[src/rtl/reti_pkg.sv]
package reti_pkg;

    localparam logic [15:0] OPC_RETI = 16'h9518;

    typedef enum logic [1:0] {
        ST_IDLE,
        ST_POP,
        ST_LAST,
        ST_DONE
    } seq_st_e;

endpackage

[src/rtl/reti_decode.sv]
module reti_decode (
    input  logic [15:0] opcode_i,
    output logic        hit_o
);
    assign hit_o = (opcode_i == reti_pkg::OPC_RETI);
endmodule

[src/rtl/reti_ie_policy.sv]
module reti_ie_policy #(
    parameter bit CLASSIC = 1'b1
) (
    input  logic ie_i,
    output logic ie_o
);
    generate
        if (CLASSIC) begin : g_set
            assign ie_o = ie_i | 1'b1;
        end else begin : g_keep
            assign ie_o = ie_i;
        end
    endgenerate
endmodule

[src/rtl/reti_seq.sv]
module reti_seq #(
    parameter int PC_W    = 16,
    parameter int SP_W    = 16,
    parameter bit CLASSIC = 1'b1
) (
    input  logic            clk,
    input  logic            rst,
    input  logic            start_i,
    input  logic [15:0]     opcode_i,
    input  logic [SP_W-1:0] sp_i,
    input  logic            ie_i,
    output logic            mem_re_o,
    output logic [SP_W-1:0] mem_addr_o,
    input  logic [7:0]      mem_rdata_i,
    output logic [PC_W-1:0] pc_o,
    output logic [SP_W-1:0] sp_o,
    output logic            ie_o,
    output logic            done_o
);
    import reti_pkg::*;

    localparam int NBYTES = (PC_W + 7) / 8;
    localparam int CNT_W  = (NBYTES > 2) ? $clog2(NBYTES) : 1;
    localparam logic [CNT_W-1:0] CNT_END = CNT_W'(NBYTES - 2);

    typedef struct packed {
        seq_st_e         st;
        logic [CNT_W-1:0] cnt;
        logic [SP_W-1:0] sp;
        logic [PC_W-1:0] acc;
        logic [PC_W-1:0] pc;
        logic            ie;
    } seq_t;

    seq_t cur_q, nxt_d;
    logic hit;
    logic ie_ret;

    reti_decode u_dec (
        .opcode_i (opcode_i),
        .hit_o    (hit)
    );

    reti_ie_policy #(.CLASSIC(CLASSIC)) u_iep (
        .ie_i (cur_q.ie),
        .ie_o (ie_ret)
    );

    always_comb begin
        nxt_d      = cur_q;
        mem_re_o   = 1'b0;
        mem_addr_o = cur_q.sp + 1'b1;
        unique case (cur_q.st)
            ST_IDLE: begin
                if (start_i && hit) begin
                    mem_re_o   = 1'b1;
                    mem_addr_o = sp_i + 1'b1;
                    nxt_d.sp   = sp_i + 1'b1;
                    nxt_d.ie   = ie_i;
                    nxt_d.cnt  = '0;
                    nxt_d.st   = ST_POP;
                end
            end
            ST_POP: begin
                mem_re_o  = 1'b1;
                nxt_d.sp  = cur_q.sp + 1'b1;
                nxt_d.acc = PC_W'({cur_q.acc, mem_rdata_i});
                nxt_d.cnt = cur_q.cnt + 1'b1;
                if (cur_q.cnt == CNT_END) begin
                    nxt_d.st = ST_LAST;
                end
            end
            ST_LAST: begin
                nxt_d.pc = PC_W'({cur_q.acc, mem_rdata_i});
                nxt_d.ie = ie_ret;
                nxt_d.st = ST_DONE;
            end
            ST_DONE: begin
                nxt_d.st = ST_IDLE;
            end
            default: nxt_d.st = ST_IDLE;
        endcase
    end

    always_ff @(posedge clk) begin
        if (rst) begin
            cur_q <= '{st: ST_IDLE, cnt: '0, sp: '0, acc: '0, pc: '0, ie: 1'b0};
        end else begin
            cur_q <= nxt_d;
        end
    end

    assign pc_o   = cur_q.pc;
    assign sp_o   = cur_q.sp;
    assign ie_o   = cur_q.ie;
    assign done_o = (cur_q.st == ST_DONE);

endmodule

[config.mk]
export PLATFORM = sky130hd
export DESIGN_NAME = reti_seq
export DESIGN_NICKNAME = d
export VERILOG_FILES = /design/src/rtl/reti_pkg.sv /design/src/rtl/reti_decode.sv /design/src/rtl/reti_ie_policy.sv /design/src/rtl/reti_seq.sv
export SDC_FILE = /design/constraint.sdc
export NUM_CORES = 1
export LEC_CHECK = 0
export ABC_AREA = 0
export CAP_MARGIN = 20
export CORE_ASPECT_RATIO = 1.25
export CORE_MARGIN = 2
export CORE_UTILIZATION = 30
export DETAILED_ROUTE_END_ITERATION = 7
export GPL_TIMING_DRIVEN = 1
export RECOVER_POWER = 50
export SLEW_MARGIN = 20
export SYNTH_ARGS = -nofsm -noshare
export SYNTH_HDL_FRONTEND = slang
export SYNTH_HIERARCHICAL = 1
export SYNTH_SLANG_ARGS = --single-unit
[constraint.sdc]
create_clock -name clk -period 1.74 [get_ports clk]
set_input_delay 0.174 -clock clk [delete_from_list [all_inputs] [get_ports clk]]
set_output_delay 0.174 -clock clk [all_outputs]
set_load 0.02 [all_outputs]
==> metrics.txt <==
# TYPE chip_impl_metric gauge
chip_impl_metric{name="clock_skew",unit="ns"} 0.004980
chip_impl_info{name="setup.worst_path.start_class",value="register"} 1
chip_impl_info{name="failed_checks",value="negative setup slack"} 1
chip_impl_metric{name="ys_seq_elements",unit=""} 44
chip_impl_metric{name="mappedNetlistArea",unit="um^2"} 3085
chip_impl_metric{name="dr_total_vias",unit=""} 3294
chip_impl_info{name="criticalPathCategory",value="register to primary output"} 1
chip_impl_info{name="clockRootBuffer",value="sky130_fd_sc_hd__clkbuf_16"} 1
chip_impl_metric{name="drive_above_1_share",unit=""} 0.4529
chip_impl_metric{name="reg2reg_path_depth",unit=""} 9
chip_impl_metric{name="yosysSeqAreaShare",unit=""} 0.2855
chip_impl_metric{name="maxCapViolations",unit=""} 0
chip_impl_metric{name="cp.arrival",unit="ns"} 1.78
chip_impl_metric{name="postCtsHoldBufs",unit=""} 0
chip_impl_metric{name="finalMaxSlewViolations",unit=""} 0
chip_impl_metric{name="synth.net_count",unit=""} 433
chip_impl_metric{name="first_global_vias",unit=""} 3548
chip_impl_metric{name="cp_data_required_time",unit="ns"} 1.57
chip_impl_metric{name="synthArstFlopShare",unit=""} 0
chip_impl_metric{name="wl_per_cell",unit="um"} 15.60
chip_impl_metric{name="max_slew_margin",unit=""} 0.6485
chip_impl_metric{name="core.rowCount",unit=""} 41
chip_impl_metric{name="multiInputGateArea",unit="um^2"} 2362
chip_impl_metric{name="final_weighted_congestion_of_routability_driven_global_placement",unit=""} 0.7968
chip_impl_metric{name="detail_route.wirelength",unit="um"} 10450
chip_impl_info{name="reg2reg_from",value="cur_q[51]"} 1
chip_impl_metric{name="clock_latency",unit="ns"} 0.28
chip_impl_metric{name="ant_nets",unit=""} 0
chip_impl_metric{name="total_leakage_power",unit="nW"} 2.226
chip_impl_metric{name="initial_util",unit=""} 0.3069
chip_impl_metric{name="syn_area_per_cell",unit="um^2"} 8.077
chip_impl_metric{name="design.final.nets",unit=""} 592
chip_impl_metric{name="cts_buffers",unit=""} 5
chip_impl_metric{name="synth-edff-count",unit=""} 0
chip_impl_metric{name="fillers",unit=""} 926
chip_impl_metric{name="place_hpwl",unit="um"} 7352
chip_impl_metric{name="hold_slack",unit="ns"} 0.4944
chip_impl_metric{name="worstMarginPinSlew",unit="ns"} 0.5273
chip_impl_metric{name="final_antenna_diode_count",unit=""} 0
chip_impl_metric{name="top_level_ports",unit=""} 95
chip_impl_metric{name="regToRegSetupSlack",unit="ns"} -0.09
chip_impl_info{name="worst_hold_path.endpoint",value="pc_o[6]"} 1
chip_impl_metric{name="port_buffers",unit=""} 94
chip_impl_metric{name="die_h",unit="um"} 117.4
chip_impl_info{name="worstReg2RegEnd",value="sp_o[14]"} 1
chip_impl_info{name="yosys.area.top_type",value="sky130_fd_sc_hd__dfxtp_1"} 1
chip_impl_metric{name="synth-warning-count",unit=""} 6
chip_impl_info{name="rsz_0062_raised_after_global_routing",value="true"} 1
chip_impl_metric{name="pwr_density_cell",unit="nW/um^2"} 607.5
chip_impl_metric{name="drt-vias-per-instance",unit=""} 4.916
chip_impl_metric{name="timing.final.crit_share",unit=""} 1.122
chip_impl_metric{name="die-width",unit="um"} 94.71
chip_impl_metric{name="cts.reportedPaths.clkPinSlew",unit="ns"} 0.06
chip_impl_metric{name="critPathMaxFanout",unit=""} 4
chip_impl_metric{name="design.core.area",unit="um^2"} 10050
chip_impl_metric{name="drtIter0Drc",unit=""} 76
chip_impl_info{name="synth_flop_cell",value="sky130_fd_sc_hd__dfxtp_1"} 1
chip_impl_metric{name="yosys.area.top_type_share",unit=""} 0.2855
chip_impl_metric{name="dpl_worst_slack",unit="ns"} -1.021
chip_impl_metric{name="post-place-cells",unit=""} 642
chip_impl_metric{name="grt_overflow_total",unit=""} 0
chip_impl_info{name="worst_setup_path_end_kind",value="primary output"} 1
chip_impl_info{name="synth.top_cells.by_area",value="sky130_fd_sc_hd__dfxtp_1, sky130_fd_sc_hd__mux2i_1, sky130_fd_sc_hd__buf_4"} 1
chip_impl_metric{name="layout-area-overhead-vs-synth",unit="%"} 78.51
chip_impl_metric{name="post_layout_nonfiller_instances",unit=""} 670
chip_impl_metric{name="fin_setup_tns",unit="ns"} -1.880
chip_impl_metric{name="max_freq",unit="MHz"} 512.4
chip_impl_metric{name="finalCriticalPeriod",unit="ns"} 1.952
chip_impl_metric{name="clock_sinks",unit=""} 44
chip_impl_info{name="hold_path.class",value="register to register"} 1
chip_impl_metric{name="first_pass_grt_wire_length",unit="um"} 16910
chip_impl_metric{name="finalSetupViolCount",unit=""} 19
chip_impl_metric{name="post-route-drc-count",unit=""} 0
chip_impl_metric{name="postSynthCellCount",unit=""} 382
chip_impl_metric{name="floorplan.die_area",unit="um^2"} 11120
chip_impl_info{name="hold_path_startpoint",value="pc_o[6]"} 1
chip_impl_info{name="status",value="complete, but fails checks"} 1
chip_impl_info{name="cts_tree",value="yes"} 1
chip_impl_metric{name="post-route-util",unit=""} 0.5478
chip_impl_metric{name="clock_path_buffers",unit=""} 2
chip_impl_metric{name="power.ir.vdd_worst",unit="mV"} 0.4280
chip_impl_metric{name="cts-htree-levels",unit=""} 2
chip_impl_metric{name="hold_path_depth",unit=""} 2
chip_impl_metric{name="pnr_worst_setup_slack",unit="ns"} -0.2117
chip_impl_metric{name="grt_usage",unit=""} 0.1877
chip_impl_metric{name="grt_max_degree",unit=""} 25
chip_impl_metric{name="combined_flip_flop_and_latch_cell_area",unit="um^2"} 893.4
chip_impl_metric{name="detail_route.first_pass.iterations",unit=""} 4
chip_impl_metric{name="initial_antenna_violation_count",unit=""} 0
chip_impl_metric{name="yosysUniqueCellTypes",unit=""} 59
chip_impl_metric{name="hold_viol_final",unit=""} 0
final cells by class:
type	count	area share
Multi-Input combinational cell	277	0.4289
Clock inverter	2	0.01090
Timing Repair Buffer	207	0.3419
Tap cell	129	0.02930
Sequential cell	44	0.1622
Clock buffer	5	0.02272
Inverter	6	0.004089
how the worst max path moves through the flow:
| stage | start | endpoint | slack, ns | depth (start not counted) |
|---|---|---|---|---|
| final | cur_q[50] | mem_addr_o[15] | -0.21 | 7 |
| after CTS | sp_o[1] | mem_addr_o[6] | -0.20 | 7 |
| after detailed placement | opcode_i[15] | mem_addr_o[5] | -1.02 | 7 |
| after floorplan | opcode_i[7] | mem_addr_o[10] | -0.06 | 7 |
| after global routing | sp_o[0] | mem_addr_o[12] | -0.27 | 7 |
| after global placement | opcode_i[3] | mem_addr_o[15] | -0.93 | 7 |
registers in the layout, indices dropped and copies added, names as in the netlist:
name / cells
ie_o: 1
sp_o: 16
cur_q: 11
pc_o: 16
power by group:
part | switching, W | internal (W)
combinational | 0.000511 | 0.000544
clock | 0.000376 | 0.000814
sequential | 0.0000361 | 0.00106
total | 0.000923 | 0.00242
worst max-delay path, cell delays in order (launching register included):
cell and delay, ns:
sky130_fd_sc_hd__dfxtp_2 0.33, sky130_fd_sc_hd__inv_2 0.05, sky130_fd_sc_hd__ha_4 0.17, sky130_fd_sc_hd__and3_4 0.20, sky130_fd_sc_hd__buf_6 0.13, sky130_fd_sc_hd__and2_4 0.17
sky130_fd_sc_hd__a221oi_4 0.29, sky130_fd_sc_hd__buf_6 0.15
timing repair:
action	in CTS	in global routing
gates resized for setup	248	64
setup buffers	19	2
cloned	3	0
setup endpoints to repair	36	30
pin swaps	45	26
per-stage QoR:
step | power (W) | area (um^2)
3_3_place_gp | 0.002000 | 4601
5_1_grt | 0.003500 | 5508
4_1_cts | 0.003278 | 5300
6_report | 0.003346 | 5508
3_5_place_dp | 0.002017 | 4601
2_1_floorplan | 0.001563 | 3118
cells in the mapped netlist (all sizes together), types with 7 or more instances:
cell type	instances
a21oi	21
o31a	8
ha	7
dfxtp	44
buf	41
xor2	8
and3	7
mux2i	26
xnor2	15
o21ai	17
nor3	10
nand3	13
clkbuf	14
nand2	34
nor2	50
cells in the final DEF (no fill, tap or decap), types with 6 or more instances in the layout:
| cell | synthesis | routed |
|---|---|---|
| sky130_fd_sc_hd__a21oi_1 | 19 | 15 |
| sky130_fd_sc_hd__buf_2 | 7 | 10 |
| sky130_fd_sc_hd__buf_4 | 33 | 89 |
| sky130_fd_sc_hd__buf_6 | 0 | 35 |
| sky130_fd_sc_hd__clkdlybuf4s50_1 | 0 | 48 |
| sky130_fd_sc_hd__dfxtp_1 | 44 | 38 |
| sky130_fd_sc_hd__dlygate4sd2_1 | 0 | 15 |
| sky130_fd_sc_hd__mux2i_1 | 26 | 26 |
| sky130_fd_sc_hd__nand2_1 | 34 | 27 |
| sky130_fd_sc_hd__nand3_1 | 12 | 7 |
| sky130_fd_sc_hd__nor2_1 | 48 | 41 |
| sky130_fd_sc_hd__nor3_1 | 7 | 6 |
| sky130_fd_sc_hd__o21ai_1 | 5 | 9 |
| sky130_fd_sc_hd__o31a_1 | 8 | 8 |
| sky130_fd_sc_hd__xnor2_1 | 15 | 9 |
per-layer routing:
metal | global-route usage | up-vias | part of all wire
li1 | - | 1627 | -
met1 | 0.2154 | 1547 | 0.39
met2 | 0.3320 | 96 | 0.52
met3 | 0.03982 | 24 | 0.056
met4 | 0.07337 | 0 | 0.033
met5 | 0 | - | 0
cells by family after synthesis:
| kind of cell | Yosys count | share of synthesized area |
|---|---|---|
| DFF | 44 | 0.2855 |
| and+or+nand+nor | 145 | 0.2518 |
| buffers and inverters | 61 | 0.1176 |
| other | 1 | 0.001215 |
| AOI/OAI and AO/OA | 73 | 0.1586 |
| adders and majority gates | 7 | 0.02838 |
| muxes | 28 | 0.09165 |
| xor gates and xnor gates | 23 | 0.06529 |
No activity file was read; power rests on OpenSTA's default activity.
